**config.mk**
```make
export PLATFORM = sky130hd
export DESIGN_NAME = bootstrap_fault_guard
export DESIGN_NICKNAME = d
export VERILOG_FILES = /design/src/rtl/bootflt_pkg.sv /design/src/rtl/clamp_sync.sv /design/src/rtl/boot_phase_guard.sv /design/src/rtl/fault_merge.sv /design/src/rtl/bootstrap_fault_guard.sv
export SDC_FILE = /design/constraint.sdc
export NUM_CORES = 1
export LEC_CHECK = 0
export ABC_AREA = 1
export BUFFER_PORTS_ARGS = -buffer_cell sky130_fd_sc_hd__buf_2
export CORE_AREA = 2 2 39 41
export DETAILED_ROUTE_END_ITERATION = 7
export DIE_AREA = 0 0 41 43
export PLACE_DENSITY = 0.6
export SLEW_MARGIN = 10
export SYNTH_ARGS = -nofsm -noshare
export SYNTH_HDL_FRONTEND = slang
export SYNTH_SLANG_ARGS = --single-unit
export TNS_END_PERCENT = 1
```
**constraint.sdc**
```tcl
create_clock -name clk -period 1.05 [get_ports clk]
set_input_delay 0.105 -clock clk [delete_from_list [all_inputs] [get_ports clk]]
set_output_delay 0.105 -clock clk [all_outputs]
set_load 0.01 [all_outputs]
```
**src/rtl/bootflt_pkg.sv**
```systemverilog
package bootflt_pkg;
   typedef enum logic [1:0] {
      PH_IDLE = 2'd0,
      PH_ON   = 2'd1,
      PH_TRIP = 2'd2
   } phase_state_e;
endpackage

```
**src/rtl/clamp_sync.sv**
```systemverilog
module clamp_sync #(
   parameter int unsigned STAGES = 2
) (
   input  logic clk,
   input  logic rst_n,
   input  logic async_in,
   output logic sync_out
);
   generate
      if (STAGES == 0) begin : g_bypass
         assign sync_out = async_in;
      end else begin : g_chain
         logic [STAGES-1:0] chain_q;
         always_ff @(posedge clk or negedge rst_n) begin
            if (!rst_n) chain_q <= '0;
            else if (STAGES == 1) chain_q <= async_in;
            else chain_q <= {chain_q[STAGES-2:0], async_in};
         end
         assign sync_out = chain_q[STAGES-1];
      end
   endgenerate
endmodule

```
**src/rtl/boot_phase_guard.sv**
```systemverilog
module boot_phase_guard
   import bootflt_pkg::*;
(
   input  logic clk,
   input  logic rst_n,
   input  logic hs_cmd,
   input  logic boot_on_ok,
   input  logic boot_hold_ok,
   input  logic clamp,
   output logic trip_q,
   output logic trip_d
);
   phase_state_e state_q, state_d;

   always_comb begin
      state_d = state_q;
      if (!hs_cmd) begin
         state_d = PH_IDLE;
      end else if (clamp) begin
         state_d = PH_ON;
      end else begin
         unique case (state_q)
            PH_IDLE: state_d = boot_on_ok   ? PH_ON : PH_TRIP;
            PH_ON:   state_d = boot_hold_ok ? PH_ON : PH_TRIP;
            PH_TRIP: state_d = PH_TRIP;
            default: state_d = PH_IDLE;
         endcase
      end
   end

   always_ff @(posedge clk or negedge rst_n) begin
      if (!rst_n) state_q <= PH_IDLE;
      else        state_q <= state_d;
   end

   assign trip_q = (state_q == PH_TRIP);
   assign trip_d = (state_d == PH_TRIP);

   AST_WEAK_START_TRIPS: assert property (@(posedge clk) disable iff (!rst_n)
      (state_q == PH_IDLE && hs_cmd && !clamp && !boot_on_ok) |=> trip_q);
   AST_SAG_TRIPS: assert property (@(posedge clk) disable iff (!rst_n)
      (state_q == PH_ON && hs_cmd && !clamp && !boot_hold_ok) |=> trip_q);
   AST_CMD_LOW_RELEASES: assert property (@(posedge clk) disable iff (!rst_n)
      !hs_cmd |=> !trip_q);
   AST_CLAMP_NO_TRIP: assert property (@(posedge clk) disable iff (!rst_n)
      clamp |=> !trip_q);
endmodule

```
**src/rtl/fault_merge.sv**
```systemverilog
module fault_merge #(
   parameter int unsigned NUM_PHASES = 2,
   parameter int unsigned NUM_VDS    = 4
) (
   input  logic                  clk,
   input  logic                  rst_n,
   input  logic                  supply_uv,
   input  logic                  over_temp,
   input  logic [NUM_VDS-1:0]    vds_flt,
   input  logic [NUM_PHASES-1:0] trip_next,
   output logic                  gate_off_all,
   output logic                  flt_drive
);
   logic any_fault;
   assign any_fault = supply_uv | over_temp | (|vds_flt) | (|trip_next);

   always_ff @(posedge clk or negedge rst_n) begin
      if (!rst_n) begin
         gate_off_all <= 1'b1;
         flt_drive    <= 1'b1;
      end else begin
         gate_off_all <= supply_uv;
         flt_drive    <= any_fault;
      end
   end

   AST_UV_INHIBITS: assert property (@(posedge clk) disable iff (!rst_n)
      supply_uv |=> (gate_off_all && flt_drive));
   AST_OT_FLAGS: assert property (@(posedge clk) disable iff (!rst_n)
      over_temp |=> flt_drive);
   AST_VDS_FLAGS: assert property (@(posedge clk) disable iff (!rst_n)
      (|vds_flt) |=> flt_drive);
endmodule

```
**src/rtl/bootstrap_fault_guard.sv**
```systemverilog
module bootstrap_fault_guard #(
   parameter int unsigned NUM_PHASES  = 2,
   parameter int unsigned NUM_VDS     = 4,
   parameter int unsigned SYNC_STAGES = 2
) (
   input  logic                  clk,
   input  logic                  rst_n,
   input  logic [NUM_PHASES-1:0] hs_cmd,
   input  logic [NUM_PHASES-1:0] boot_on_ok,
   input  logic [NUM_PHASES-1:0] boot_hold_ok,
   input  logic                  supply_uv,
   input  logic                  over_temp,
   input  logic [NUM_VDS-1:0]    vds_flt,
   input  logic                  fault_clamp_async,
   output logic [NUM_PHASES-1:0] hs_block,
   output logic                  gate_off_all,
   output logic                  flt_drive
);
   localparam int unsigned MAX_SYNC = 4;

   generate
      if (NUM_PHASES < 1) begin : g_bad_phases
         $error("NUM_PHASES must be at least 1");
      end
      if (NUM_VDS < 1) begin : g_bad_vds
         $error("NUM_VDS must be at least 1");
      end
      if (SYNC_STAGES > MAX_SYNC) begin : g_bad_sync
         $error("SYNC_STAGES exceeds supported depth");
      end
   endgenerate

   logic                  clamp_s;
   logic [NUM_PHASES-1:0] trip_d;

   clamp_sync #(.STAGES(SYNC_STAGES)) i_clamp_sync (
      .clk      (clk),
      .rst_n    (rst_n),
      .async_in (fault_clamp_async),
      .sync_out (clamp_s)
   );

   generate
      for (genvar p = 0; p < NUM_PHASES; p++) begin : g_phase
         boot_phase_guard i_guard (
            .clk          (clk),
            .rst_n        (rst_n),
            .hs_cmd       (hs_cmd[p]),
            .boot_on_ok   (boot_on_ok[p]),
            .boot_hold_ok (boot_hold_ok[p]),
            .clamp        (clamp_s),
            .trip_q       (hs_block[p]),
            .trip_d       (trip_d[p])
         );
      end
   endgenerate

   fault_merge #(.NUM_PHASES(NUM_PHASES), .NUM_VDS(NUM_VDS)) i_merge (
      .clk          (clk),
      .rst_n        (rst_n),
      .supply_uv    (supply_uv),
      .over_temp    (over_temp),
      .vds_flt      (vds_flt),
      .trip_next    (trip_d),
      .gate_off_all (gate_off_all),
      .flt_drive    (flt_drive)
   );

   AST_TRIP_RAISES_FAULT: assert property (@(posedge clk) disable iff (!rst_n)
      (|hs_block) |-> flt_drive);
   AST_CMD_LOW_NO_BLOCK: assert property (@(posedge clk) disable iff (!rst_n)
      (hs_cmd == '0) |=> (hs_block == '0));
endmodule

```
==> impl_metrics.ini, run 1 <==
[outcome]
status = finished clean

[worst_hold_path]
hp-class = primary input to register
hp-start = hs_cmd[1]
hold_depth = 3
min_to = g_phase[1].i_guard.state_q[0]

[floorplanning]
rows = 14
fp.dieH_um = 43
die-area_sq_um = 1760
core-area_sq_um = 1380
start_util_pct = 27.5
die_w_um = 41
pin_count = 19

[grt]
gr-total-overflow = 0
grt_max_degree = 9
grt_pass1_vias = 355
antenna_found_initial = 0
grt_pass1_wl_um = 1300
gr-usage-all-layers_pct = 11.3

[clock_network]
cts-htree-levels = 1
cts.clk_slew.worst_paths_ns = 0.06
cts-root-buf = clkbuf_4
numCtsBuffers = 3
cts_tree = yes
worstSkewPairLatency_ns = 0.25
clock_path_buffers = 2
cts.sinks = 8

[placed_design]
placed_cell_area_sq_um = 475
place.gp.congestion = 0.685
hpwlAfterDp_um = 571
port-buffer-count = 18
dp.cells = 79

[finish]
multi_input_area_sq_um = 131
layout-drive-gt1-share_pct = 40.0
final_area_sq_um = 534
fillCellCount = 153
nets = 86
fin_util_pct = 38.6
regArea_sq_um = 203
diodes = 0
final_cells = 86
area_delta_synth_final_pct = 40.5

[detailed_routing]
num_vias = 342
drt-total-wl_um = 697
viasPerCell = 3.98
drc = 0
antenna_left = 0
routedWlPerCell_um = 8.10
firstDrtPassIters = 4
drt-initial-drc-count = 3

[power]
p_leak_uw = 0.000304
ir_drop_mv = 0.625
power_uw = 686
netSwitchingPower_uw = 164
power.share.clock_pct = 36.1
power_frac_comb_pct = 14.2
power_density_nw_per_um2 = 1280
sw_frac_of_total_pct = 24.0
seqPwrFrac_pct = 49.6
intPower_uw = 522

[synthesis]
synthXorXnorAreaFrac_pct = 0
yosysWarnings = 0
avgSynthCellArea_sq_um = 8.09
yosys_register_bits = 8
ys_types = 14
synth_top_family_by_area = simple AND/OR/NAND/NOR gates
synth-compound-area-share_pct = 6.25
synth_seq_area_share_pct = 53.3
syn_nets = 62
synth.area.mux_share_pct = 0
synth_area_sq_um = 380
yosys.area_share.simple_pct = 27.6
synth_fa_ha_area_share_pct = 0
syn_inst = 47

[sta]
slew_violations = 0
fin_skew_ns = 0.00703
timing.final.crit_period_ns = 1.02
grt_setup_unrepaired = yes
setup_viol = 0
fmax_mhz = 981
worst_pin_slew_ns = 0.181
tns_ns = 0
hold_viol = 0
slew_headroom_pct = 87.9
finalCritPeriodShare_pct = 97.1

[flow_run]
maxCapViolations = 0

[critical_path]
critPathMaxFanout = 2
r2r_start = g_phase[0].i_guard.state_q[0]
r2r_slack_ns = 0.17
cp.required_ns = 1.22
cp-end-kind = register
arrival_ns = 1.19
r2r_cells = 4
cp-start-kind = primary input
crit_type = primary input to register
r2r-end = i_merge.flt_drive
==> kinds of logic after synthesis <==
family	Yosys count
compound gates	4
buf+inv	11
flops	8
simple gates	24
==> layout make-up <==
class / count / area share, %
sequential: 8 / 37.9
multi-input combinational: 28 / 24.6
timing repair buffer: 21 / 22.5
inverter: 9 / 6.32
clock buffer: 4 / 4.92
tap: 16 / 3.75
==> synthesized netlist by cell type, drive strengths merged <==
cell | n | area [sq um]
nor2 | 11 | 43.8
o21ai | 3 | 15.0
inv | 9 | 33.8
buf | 2 | 15.0
or2 | 1 | 6.26
dfrtp | 6 | 150
nand2 | 10 | 40.0
nand3 | 2 | 15.0
dfstp | 2 | 52.6
a21oi | 1 | 8.76
==> critical path, cell delays in order <==
cell,delay (ns)
dlygate4sd3_1,0.53
buf_2,0.12
or2_0,0.20
nor2_2,0.14
nand3_2,0.08
==> per-stage QoR <==
step           hold WS [ns]  worst slack (ns)
5_1_grt              0.0747          -0.00682
2_1_floorplan        -0.191             0.256
3_5_place_dp        -0.0425             0.165
4_1_cts              0.0547            0.0185
6_report             0.0630            0.0309
3_3_place_gp        -0.0458             0.192
==> registers in the layout, indices dropped and copies added (netlist names) <==
register / flops
i_merge.flt_drive: 1
g_phase.i_guard.state_q: 4
i_clamp_sync.g_chain.chain_q: 2
i_merge.gate_off_all: 1
==> metal layers <==
| layer | wire length, um | up-vias | track usage, % |
|---|---|---|---|
| li1 | - | 184 | - |
| met1 | 297 | 145 | 12.4 |
| met2 | 342 | 13 | 17.2 |
| met3 | 57 | 0 | 3.66 |
| met4 | 0 | 0 | 8.00 |
| met5 | 0 | - | 0 |
==> layout by cell type (no fill, tap or decap) <==
master         count
o21ai_1            2
nor2_2             2
buf_2             18
nor2_1             9
nand3_2            1
nand2_1            9
nand3_1            1
o21ai_0            1
dfrtp_1            6
dfstp_2            2
clkbuf_1           1
inv_1              9
clkbuf_4           3
nand2_2            1
a21oi_2            1
dlygate4sd3_1      3
or2_0              1
==> how the worst max path moves through the flow <==
stage	from	to	slack, ns	cells after the start
floorplan	g_phase[0].i_guard.state_q[0]	g_phase[0].i_guard.state_q[1]	0.26	4
global placement	g_phase[0].i_guard.state_q[0]	g_phase[0].i_guard.state_q[1]	0.19	4
detailed placement	g_phase[0].i_guard.state_q[0]	g_phase[0].i_guard.state_q[1]	0.16	4
CTS	supply_uv	i_merge.flt_drive	0.02	5
global route	g_phase[1].i_guard.state_q[1]	hs_block[1]	-0.007	3
finish	supply_uv	i_merge.flt_drive	0.03	5
==> what timing repair did <==
item                       CTS  global route
setup buffers                0             0
setup endpoints to repair    0             2
resized for setup            0             1
hold endpoints to repair    10             0
hold buffers                 3             0
==> power groups by stage <==
stage	sequential [uW]	clock (uW)	combinational, uW
after global routing	342	280	115
after CTS	340	262	99.2
final	340	248	97.7
after detailed placement	346	0	90.2
after global placement	345	0	88.9
after floorplan	345	0	49.0
No activity file was read; power rests on OpenSTA's default activity.
==> run 2: changes to the inputs <==
Settings changed: RECOVER_POWER set to 25.
==> run 2 against run 1 <==
  * Core utilization shrank 0.090 points
  * Critical path depth is the same
  * Sequential share of layout area grew 0.089 points
  * Clock power is essentially flat
  * Flip-flop and latch count is the same
  * Cell area shrank 0.23%
  * Cell count is the same
  * Setup slack is the same
  * Register-to-register slack is essentially flat
==> impl_metrics.ini, run 2 (synthesized netlist as in run 1, its figures left out) <==
[finish]
multi_input_area_sq_um = 131
layout-drive-gt1-share_pct = 38.6
fillCellCount = 153
largestRegisters = g_phase.i_guard.state_q (4), i_clamp_sync.g_chain.chain_q (2)
nets = 86
area_delta_synth_final_pct = 40.1
final_cell_mix = buf_2 (17), nand2_1 (9), nor2_1 (9), inv_1 (9), dfrtp_1 (6)
final_area_sq_um = 533
diodes = 0
regMostFlops = g_phase.i_guard.state_q
layout_commonest_cell = buf_2
regArea_sq_um = 203
largest_reg_flops = 4

[detailed_routing]
drt-total-wl_um = 697
drc = 0
routedWlPerCell_um = 8.10
drt-initial-drc-count = 3
antenna_left = 0
firstDrtPassIters = 4
num_vias = 342
viasPerCell = 3.98

[sta]
timing.final.crit_period_ns = 1.02
slew_headroom_pct = 71.2
slew_violations = 0
grt_setup_unrepaired = yes
finalCritPeriodShare_pct = 97.1
fmax_mhz = 981
fin_skew_ns = 0.00703
worst_pin_slew_ns = 0.432
worst_hold_slack_ns = 0.0630
hold_viol = 0
setup_viol = 0
tns_ns = 0

[clock_network]
cts.sinks = 8
cts.clk_slew.worst_paths_ns = 0.06
postCtsSetupRepairBufs = 0
cts_tree = yes
clock_path_buffers = 2
numCtsBuffers = 3
cts-root-buf = clkbuf_4
cts-htree-levels = 1
worstSkewPairLatency_ns = 0.25

[placed_design]
placed_cell_area_sq_um = 475
hpwlAfterDp_um = 571
place.gp.congestion = 0.685
port-buffer-count = 18

[floorplanning]
die_w_um = 41
rows = 14
pin_count = 19
die-area_sq_um = 1760
fp.dieH_um = 43
start_util_pct = 27.5
core-area_sq_um = 1380

[power]
p_leak_uw = 0.000301
power_density_nw_per_um2 = 1290
ir_drop_mv = 0.625

[worst_hold_path]
hold_depth = 3
min_to = g_phase[1].i_guard.state_q[0]
hp-start = hs_cmd[1]
hp-class = primary input to register

[grt]
grt_pass1_wl_um = 1300
antenna_found_initial = 0
gr-total-overflow = 0
gr-usage-all-layers_pct = 11.3
grt_pass1_vias = 355
grt_max_degree = 9

[outcome]
status = finished clean

[critical_path]
cp-end-kind = register
critPathMaxFanout = 2
r2r_start = g_phase[0].i_guard.state_q[0]
cp-start-kind = primary input
arrival_ns = 1.19
r2r_slack_ns = 0.17
r2r_cells = 4
cp.required_ns = 1.22
r2r-end = i_merge.flt_drive
crit_type = primary input to register

[flow_run]
maxCapViolations = 0
run 2: cell types whose count changed in the layout (fill, tap and decap cells not counted):
| cell | delta |
|---|---|
| buf_2 | -1 |
| clkbuf_1 | +1 |
run 2: cell type report:
cell class / instances / area share, %
flip-flops and latches: 8 / 38.0
multi-input cells: 28 / 24.6
repair buffers: 21 / 22.3
inverters: 9 / 6.34
clock buffers: 4 / 4.93
well taps: 16 / 3.76
run 2: worst max-delay path by stage:
stage | cells past startpoint | startpoint | endpoint | slack [ns]
6_report | 5 | supply_uv | i_merge.flt_drive | 0.03
5_1_grt | 3 | g_phase[1].i_guard.state_q[1] | hs_block[1] | -0.007
4_1_cts | 5 | supply_uv | i_merge.flt_drive | 0.02
3_5_place_dp | 4 | g_phase[0].i_guard.state_q[0] | g_phase[0].i_guard.state_q[1] | 0.16
3_3_place_gp | 4 | g_phase[0].i_guard.state_q[0] | g_phase[0].i_guard.state_q[1] | 0.19
2_1_floorplan | 4 | g_phase[0].i_guard.state_q[0] | g_phase[0].i_guard.state_q[1] | 0.26
run 2: timing repair:
item | in CTS | in global routing
setup endpoints to repair | 0 | 2
resized for setup | 0 | 1
hold buffers | 3 | 0
endpoints found under the hold margin | 10 | 0
run 2: worst max-delay path, stage by stage:
cell and delay, ns:
dlygate4sd3_1 0.53, buf_2 0.12, or2_0 0.20, nor2_2 0.14, nand3_2 0.08
run 2: layer usage:
layer / track usage (%) / routed length (um) / up-vias
met1: 12.4 / 297 / 145
met4: 8.00 / 0 / 0
met5: 0 / 0 / -
met2: 17.2 / 342 / 13
li1: - / - / 184
met3: 3.66 / 57 / 0
run 2: through the flow:
stage | util, % | cells | worst slack [ns] | total power [uW]
after floorplan | - | 47 | 0.256 | 394
after global placement | 34.4 | 79 | 0.192 | 434
after detailed placement | 34.4 | 79 | 0.165 | 436
after CTS | 38.4 | 86 | 0.0185 | 702
after global routing | 38.5 | 86 | -0.00682 | 736
final | 38.5 | 86 | 0.0309 | 685
run 2: report_power, final:
| part | internal, uW | switching (uW) |
|---|---|---|
| clock network | 145 | 103 |
| registers | 327 | 13.1 |
| logic | 48.5 | 48.6 |
